<file path="src/rtl/slp_pkg.sv">
package slp_pkg;

    localparam int WAKE_N = 12;
    localparam int CODE_W = $clog2(WAKE_N);

    // wake source indices (lower index = higher priority)
    localparam int SRC_EXT_RST  = 0;
    localparam int SRC_WDT_RST  = 1;
    localparam int SRC_BOD_RST  = 2;
    localparam int SRC_ADC_DONE = 3;
    localparam int SRC_SER_STRT = 4;
    localparam int SRC_TMR_OVF  = 5;
    localparam int SRC_TMR_CMP  = 6;
    localparam int SRC_MEM_RDY  = 7;
    localparam int SRC_LVL0     = 8;
    localparam int SRC_PIN_CHG  = 9;
    localparam int SRC_INT_OTH  = 10;
    localparam int SRC_EXT_OTH  = 11;

    typedef enum logic [2:0] {
        MD_LIGHT = 3'b000,
        MD_QUIET = 3'b001,
        MD_DEEP  = 3'b010,
        MD_TIMER = 3'b011
    } mode_e;

    typedef enum logic [1:0] {
        ST_ACTIVE   = 2'd0,
        ST_SLEEPING = 2'd1,
        ST_WAKE_DLY = 2'd2
    } state_e;

    typedef struct packed {
        logic cpu;
        logic flash;
        logic io;
        logic adc;
        logic asy;
        logic osc;
    } clk_en_t;

    function automatic mode_e norm_mode(input logic [2:0] raw);
        case (raw)
            3'b001:  return MD_QUIET;
            3'b010:  return MD_DEEP;
            3'b011:  return MD_TIMER;
            default: return MD_LIGHT;
        endcase
    endfunction

    function automatic logic osc_stops(input mode_e m);
        return (m == MD_DEEP) || (m == MD_TIMER);
    endfunction

    function automatic logic adc_autostart(input mode_e m);
        return (m == MD_LIGHT) || (m == MD_QUIET);
    endfunction

    function automatic logic [WAKE_N-1:0] accept_mask(
        input mode_e      m,
        input logic [1:0] t_ie,
        input logic       g_ie
    );
        logic [WAKE_N-1:0] msk;
        msk = '0;
        case (m)
            MD_LIGHT: msk = '1;
            MD_QUIET: begin
                for (int i = 0; i <= SRC_PIN_CHG; i++) msk[i] = 1'b1;
            end
            default: begin
                msk[SRC_EXT_RST]  = 1'b1;
                msk[SRC_WDT_RST]  = 1'b1;
                msk[SRC_BOD_RST]  = 1'b1;
                msk[SRC_SER_STRT] = 1'b1;
                msk[SRC_LVL0]     = 1'b1;
                msk[SRC_PIN_CHG]  = 1'b1;
                if (m == MD_TIMER) begin
                    msk[SRC_TMR_OVF] = t_ie[0] & g_ie;
                    msk[SRC_TMR_CMP] = t_ie[1] & g_ie;
                end
            end
        endcase
        return msk;
    endfunction

endpackage

</file>
<file path="src/rtl/slp_wake_filt.sv">
module slp_wake_filt
    import slp_pkg::*;
#(
    parameter int LVL_HOLD = 4
) (
    input  logic                clk,
    input  logic                rst,
    input  logic                sleeping,
    input  mode_e               mode,
    input  logic [1:0]          tmr_ie,
    input  logic                gie,
    input  logic [WAKE_N-1:0]   wake_req,
    output logic                hit,
    output logic [CODE_W-1:0]   hit_code
);
    localparam int CNT_W = $clog2(LVL_HOLD + 1);
    localparam logic [CNT_W-1:0] CNT_TOP = CNT_W'(LVL_HOLD - 1);

    logic [CNT_W-1:0]  lvl_cnt;
    logic [WAKE_N-1:0] mask;
    logic [WAKE_N-1:0] eff;
    logic              lvl_ok;

    // consecutive-high counter for the line-0 level request
    always_ff @(posedge clk) begin
        if (rst || !sleeping || !wake_req[SRC_LVL0]) begin
            lvl_cnt <= '0;
        end else if (lvl_cnt != CNT_TOP) begin
            lvl_cnt <= lvl_cnt + 1'b1;
        end
    end

    always_comb begin
        mask   = accept_mask(mode, tmr_ie, gie);
        lvl_ok = osc_stops(mode) ? (wake_req[SRC_LVL0] && lvl_cnt == CNT_TOP)
                                 : wake_req[SRC_LVL0];
        eff    = wake_req & mask;
        eff[SRC_LVL0] = mask[SRC_LVL0] & lvl_ok;
        hit    = sleeping & (|eff);
        hit_code = '0;
        for (int i = WAKE_N - 1; i >= 0; i--) begin
            if (eff[i]) hit_code = CODE_W'(i);
        end
    end

endmodule

</file>
<file path="src/rtl/slp_fsm.sv">
module slp_fsm
    import slp_pkg::*;
#(
    parameter int DLY_W = 8
) (
    input  logic                clk,
    input  logic                rst,
    input  logic                sleep_en,
    input  logic                sleep_strobe,
    input  logic [2:0]          mode_sel,
    input  logic                adc_en,
    input  logic [DLY_W-1:0]    dly_cfg,
    input  logic                hit,
    input  logic [CODE_W-1:0]   hit_code,
    output state_e              state,
    output mode_e               mode,
    output logic                adc_start,
    output logic                wake_pulse,
    output logic [CODE_W-1:0]   wake_code
);
    logic [DLY_W-1:0]  dly_cnt;
    logic [CODE_W-1:0] pend_code;
    mode_e             req_mode;

    assign req_mode = norm_mode(mode_sel);

    always_ff @(posedge clk) begin
        if (rst) begin
            state      <= ST_ACTIVE;
            mode       <= MD_LIGHT;
            dly_cnt    <= '0;
            pend_code  <= '0;
            adc_start  <= 1'b0;
            wake_pulse <= 1'b0;
            wake_code  <= '0;
        end else begin
            adc_start  <= 1'b0;
            wake_pulse <= 1'b0;
            case (state)
                ST_ACTIVE: begin
                    if (sleep_strobe && sleep_en) begin
                        mode      <= req_mode;
                        state     <= ST_SLEEPING;
                        adc_start <= adc_en && adc_autostart(req_mode);
                    end
                end
                ST_SLEEPING: begin
                    if (hit) begin
                        if (osc_stops(mode)) begin
                            state     <= ST_WAKE_DLY;
                            dly_cnt   <= dly_cfg;
                            pend_code <= hit_code;
                        end else begin
                            state      <= ST_ACTIVE;
                            wake_pulse <= 1'b1;
                            wake_code  <= hit_code;
                        end
                    end
                end
                ST_WAKE_DLY: begin
                    if (dly_cnt == '0) begin
                        state      <= ST_ACTIVE;
                        wake_pulse <= 1'b1;
                        wake_code  <= pend_code;
                    end else begin
                        dly_cnt <= dly_cnt - 1'b1;
                    end
                end
                default: state <= ST_ACTIVE;
            endcase
        end
    end

endmodule

</file>
<file path="src/rtl/slp_clk_gate.sv">
module slp_clk_gate
    import slp_pkg::*;
(
    input  state_e  state,
    input  mode_e   mode,
    input  logic    tmr_on,
    output clk_en_t en
);
    clk_en_t slp_en;

    always_comb begin
        case (mode)
            MD_LIGHT: slp_en = '{cpu: 1'b0, flash: 1'b0, io: 1'b1, adc: 1'b1, asy: 1'b1, osc: 1'b1};
            MD_QUIET: slp_en = '{cpu: 1'b0, flash: 1'b0, io: 1'b0, adc: 1'b1, asy: 1'b1, osc: 1'b1};
            MD_TIMER: slp_en = '{cpu: 1'b0, flash: 1'b0, io: 1'b0, adc: 1'b0, asy: tmr_on, osc: 1'b0};
            default:  slp_en = '{cpu: 1'b0, flash: 1'b0, io: 1'b0, adc: 1'b0, asy: 1'b0, osc: 1'b0};
        endcase
        case (state)
            ST_SLEEPING: en = slp_en;
            ST_WAKE_DLY: begin
                en     = slp_en;
                en.osc = 1'b1;
            end
            default: en = '1;
        endcase
    end

endmodule

</file>
<file path="src/rtl/sleep_pwr_ctrl.sv">
module sleep_pwr_ctrl
    import slp_pkg::*;
#(
    parameter int DLY_W    = 8,
    parameter int LVL_HOLD = 4
) (
    input  logic                clk,
    input  logic                rst,
    input  logic                sleep_en,
    input  logic                sleep_strobe,
    input  logic [2:0]          mode_sel,
    input  logic                adc_en,
    input  logic                tmr_on,
    input  logic [1:0]          tmr_ie,
    input  logic                gie,
    input  logic [DLY_W-1:0]    dly_cfg,
    input  logic [WAKE_N-1:0]   wake_req,
    output logic                cpu_clk_en,
    output logic                flash_clk_en,
    output logic                io_clk_en,
    output logic                adc_clk_en,
    output logic                asy_clk_en,
    output logic                osc_run,
    output logic                adc_start,
    output logic                wake_pulse,
    output logic [CODE_W-1:0]   wake_code
);
    state_e            state;
    mode_e             mode;
    logic              hit;
    logic [CODE_W-1:0] hit_code;
    clk_en_t           en;

    slp_fsm #(.DLY_W(DLY_W)) u_fsm (
        .clk          (clk),
        .rst          (rst),
        .sleep_en     (sleep_en),
        .sleep_strobe (sleep_strobe),
        .mode_sel     (mode_sel),
        .adc_en       (adc_en),
        .dly_cfg      (dly_cfg),
        .hit          (hit),
        .hit_code     (hit_code),
        .state        (state),
        .mode         (mode),
        .adc_start    (adc_start),
        .wake_pulse   (wake_pulse),
        .wake_code    (wake_code)
    );

    slp_wake_filt #(.LVL_HOLD(LVL_HOLD)) u_filt (
        .clk      (clk),
        .rst      (rst),
        .sleeping (state == ST_SLEEPING),
        .mode     (mode),
        .tmr_ie   (tmr_ie),
        .gie      (gie),
        .wake_req (wake_req),
        .hit      (hit),
        .hit_code (hit_code)
    );

    slp_clk_gate u_gate (
        .state  (state),
        .mode   (mode),
        .tmr_on (tmr_on),
        .en     (en)
    );

    assign cpu_clk_en   = en.cpu;
    assign flash_clk_en = en.flash;
    assign io_clk_en    = en.io;
    assign adc_clk_en   = en.adc;
    assign asy_clk_en   = en.asy;
    assign osc_run      = en.osc;

endmodule

</file>
<file path="config.mk">
export PLATFORM = sky130hd
export DESIGN_NAME = sleep_pwr_ctrl
export DESIGN_NICKNAME = d
export VERILOG_FILES = /design/src/rtl/slp_pkg.sv /design/src/rtl/slp_wake_filt.sv /design/src/rtl/slp_fsm.sv /design/src/rtl/slp_clk_gate.sv /design/src/rtl/sleep_pwr_ctrl.sv
export SDC_FILE = /design/constraint.sdc
export NUM_CORES = 1
export LEC_CHECK = 0
export ABC_CLOCK_PERIOD_IN_PS = 2650
export BUFFER_PORTS_ARGS = -buffer_cell sky130_fd_sc_hd__buf_4
export CORE_ASPECT_RATIO = 1.2
export CORE_MARGIN = 8
export CORE_UTILIZATION = 55
export CTS_BUF_LIST = sky130_fd_sc_hd__clkbuf_8
export CTS_CLUSTER_DIAMETER = 120
export DETAILED_ROUTE_END_ITERATION = 7
export GPL_TIMING_DRIVEN = 0
export PLACE_DENSITY = 0.82
export SLEW_MARGIN = 10
export SYNTH_ARGS = -nofsm -noshare
export SYNTH_HDL_FRONTEND = slang
export SYNTH_SLANG_ARGS = --single-unit
</file>
<file path="constraint.sdc">
create_clock -name clk -period 2.65 [get_ports clk]
set_input_delay 0.3975 -clock clk [delete_from_list [all_inputs] [get_ports clk]]
set_output_delay 0.3975 -clock clk [all_outputs]
set_load 0.05 [all_outputs]
</file>
==> flow_summary.json <==
{
  "final_antenna_net_count": 0,
  "slowest_stage": "a221oi_4",
  "final_nets": 319,
  "rr_endpoint": "u_fsm.dly_cnt[1]",
  "start_util": 0.5614,
  "clkSinkCount": 25,
  "clk_latency_ns": 0.28,
  "max-vdd-ir-drop_uv": 366.4,
  "setup_viol": 0,
  "coreArea_um2": 3252,
  "path_class": "flop to flop",
  "boundaryPins": 44,
  "drv_slew": 0,
  "pre_cts_slack_ns": 0.2351,
  "p_clk_frac": 0.275,
  "diodes": 0,
  "via_per_inst": 6.316,
  "cts_tree": "built",
  "cp.required_ns": 2.87,
  "async_flop_share": 0,
  "drc": 0,
  "gp_congestion": 0.8913,
  "numCtsBuffers": 3,
  "timing.critical_path.mode_cell": "ha_1",
  "p_leak_nw": 0.9134,
  "ys.flop_type": "dfxtp_1",
  "area_delta_synth_final_pct": 22.82,
  "cp_slowest_stage_delay_ns": 0.40,
  "final_area_um2": 2242,
  "yosysTopAreaCellShare": 0.2742,
  "netlist_top_cells_count": "nor2_1, dfxtp_1, nand2_1",
  "post-route-util": 0.6895,
  "io_buffers": 43,
  "period_minus_slack_ns": 2.461,
  "yosys-top-cells-area": "dfxtp_1, nor2_1, ha_1, nand2_1, a21oi_1",
  "max_cap_viol_count": 0,
  "wl_per_cell_um": 16.63,
  "synth_seq_cells": 25,
  "fin_setup_tns_ns": 0,
  "timing.rr.start": "u_filt.lvl_cnt[0]",
  "powerDensity_nw_per_um2": 380.6,
  "syn_area_um2": 1826,
  "power_frac_comb": 0.267,
  "die_w_um": 68.59,
  "cts.path.max_buffers": 2,
  "wl_mm": 5.255,
  "fp.dieH_um": 79.11,
  "path_clk_slew_ns": 0.10,
  "yosys_warnings": 0,
  "cp-end-kind": "flop",
  "switching_power_mw": 0.2719,
  "cts_max_level": 1,
  "yosysTopAreaCell": "dfxtp_1",
  "grt_max_degree": 15,
  "startpoint_type": "flop",
  "tightest_slew_ns": 0.6827,
  "hp-start": "adc_en",
  "r2r_slack_ns": 0.19,
  "worstPathMaxFanout": 7,
  "crit_arrival_ns": 2.68,
  "track_usage": 0.2006,
  "yosys.cell_count.top_type": "nor2_1",
  "path_cells": "ha_1 -> ha_1 -> nand2b_1 -> a221oi_4 -> a41oi_2 -> o21ai_2 -> mux2i_1",
  "synth_seq_area_share": 0.2742,
  "drt_first_pass_iters": 4,
  "synth_edf_count": 0,
  "p_sw_frac": 0.3187,
  "min_to": "u_fsm.adc_start",
  "slew_headroom": 0.5432,
  "p_int_mw": 0.5814,
  "placed_area_um2": 2195,
  "rows": 23,
  "overflow": 0,
  "drt_iter0_drc": 162,
  "syn_area_per_cell_um2": 7.869,
  "synth_cell_types": 58,
  "finClkSkew_ns": 0.01042,
  "grt_pass1_vias": 1985,
  "fill_cells": 287,
  "antenna_found_initial": 0,
  "hold_violations": 0,
  "grt_pass1_wl_mm": 8.749,
  "rsz0062_at_grt": "false",
  "cts_root_buf": "clkbuf_8",
  "setup_ws_ns": 0.1892,
  "dieArea_um2": 5426,
  "hp-class": "input pin to flop",
  "syn_nets": 271,
  "syn_inst": 232,
  "reg2reg_depth": 7,
  "timing.fmax_mhz": 406.4,
  "hold_depth": 2,
  "status": "complete, no violations",
  "final_layout_size_suffix_gt1_frac": 0.2151,
  "via_count": 1996,
  "min_period_over_period": 0.9286,
  "seqPwrFrac": 0.458,
  "dp_hpwl_mm": 4.026
}
[cells in the final DEF (no fill, tap or decap), drive strengths merged, types with 6 or more instances in the layout]
cell / netlist / final
nor2: 26 / 26
a211oi: 6 / 6
clkbuf: 8 / 11
dfxtp: 25 / 25
nand4: 7 / 7
nand3: 10 / 10
o21ai: 8 / 8
inv: 14 / 14
nor2b: 6 / 6
a21oi: 12 / 12
buf: 2 / 45
nand2: 22 / 22
ha: 7 / 7
[worst max path at each step]
stage	slack, ns	from	end
after global routing	0.0008	u_filt.lvl_cnt[0]	u_fsm.dly_cnt[1]
final	0.19	u_filt.lvl_cnt[0]	u_fsm.dly_cnt[1]
after floorplan	0.06	u_fsm.state[1]	asy_clk_en
after detailed placement	0.24	u_filt.lvl_cnt[0]	u_fsm.dly_cnt[1]
after global placement	0.26	u_filt.lvl_cnt[0]	u_fsm.dly_cnt[2]
after CTS	0.1	u_fsm.state[0]	osc_run
[cells by family after synthesis]
kind of cell / after synthesis / share of synthesized area
XOR/XNOR: 1 / 0.004799
flip-flops: 25 / 0.2742
AO/OA/AOI/OAI: 69 / 0.2892
buffers and inverters: 24 / 0.05209
multiplexers: 6 / 0.03564
AND/OR/NAND/NOR: 100 / 0.2961
adder cells (fa/ha/maj): 7 / 0.04798
[power groups by stage]
stage,Sequential [mW],Clock [mW],Combinational (mW)
finish,0.391,0.235,0.228
global route,0.392,0.254,0.244
CTS,0.391,0.239,0.226
detailed placement,0.399,0,0.225
global placement,0.399,0,0.222
floorplan,0.413,0,0.125
[through the flow]
step / power (mW) / instances / hold slack, ns
floorplan: 0.5381 / 232 / 0.4322
global placement: 0.6212 / 312 / 0.4402
detailed placement: 0.6245 / 312 / 0.4464
CTS: 0.8559 / 316 / 0.3886
global route: 0.8904 / 316 / 0.3997
finish: 0.8533 / 316 / 0.3920
[worst max-delay path, delay by kind of cell, from the launching register on]
family	cells	cell delay, ns
AO/OA/AOI/OAI	3	1.12
multiplexers	1	0.22
flip-flops	1	0.33
adder cells (fa/ha/maj)	2	0.47
AND/OR/NAND/NOR	1	0.25
[routing by layer]
layer	vias up	wire length [um]	global-route usage
li1	977	-	-
met1	906	2202	0.2477
met2	98	2499	0.3178
met3	15	384	0.02813
met4	0	168	0.1170
met5	-	0	0
[what timing repair did]
action,CTS,global route
endpoints found under the setup margin,0,1
buffers inserted,0,0
gates resized for setup,0,2
hold buffers,0,0
[cell type report]
type / count / area (um^2) / share of cell area
Sequential cell: 25 / 500.5 / 0.2232
Clock buffer: 3 / 41.29 / 0.01842
Tap cell: 37 / 46.29 / 0.02065
Clock inverter: 1 / 5.005 / 0.002232
Inverter: 14 / 52.55 / 0.02344
Timing Repair Buffer: 43 / 322.8 / 0.1440
Buffer: 10 / 43.79 / 0.01953
Multi-Input combinational cell: 183 / 1230 / 0.5485
[sequential cells by signal, summed over array words and instances, names as in the netlist]
register and cells:
u_fsm.mode 2, u_fsm.wake_code 4, u_fsm.pend_code 4, u_fsm.dly_cnt 8
u_filt.lvl_cnt 3, u_fsm.adc_start 1, u_fsm.wake_pulse 1, u_fsm.state 2
Note: power is estimated with default switching activity, not from simulation.
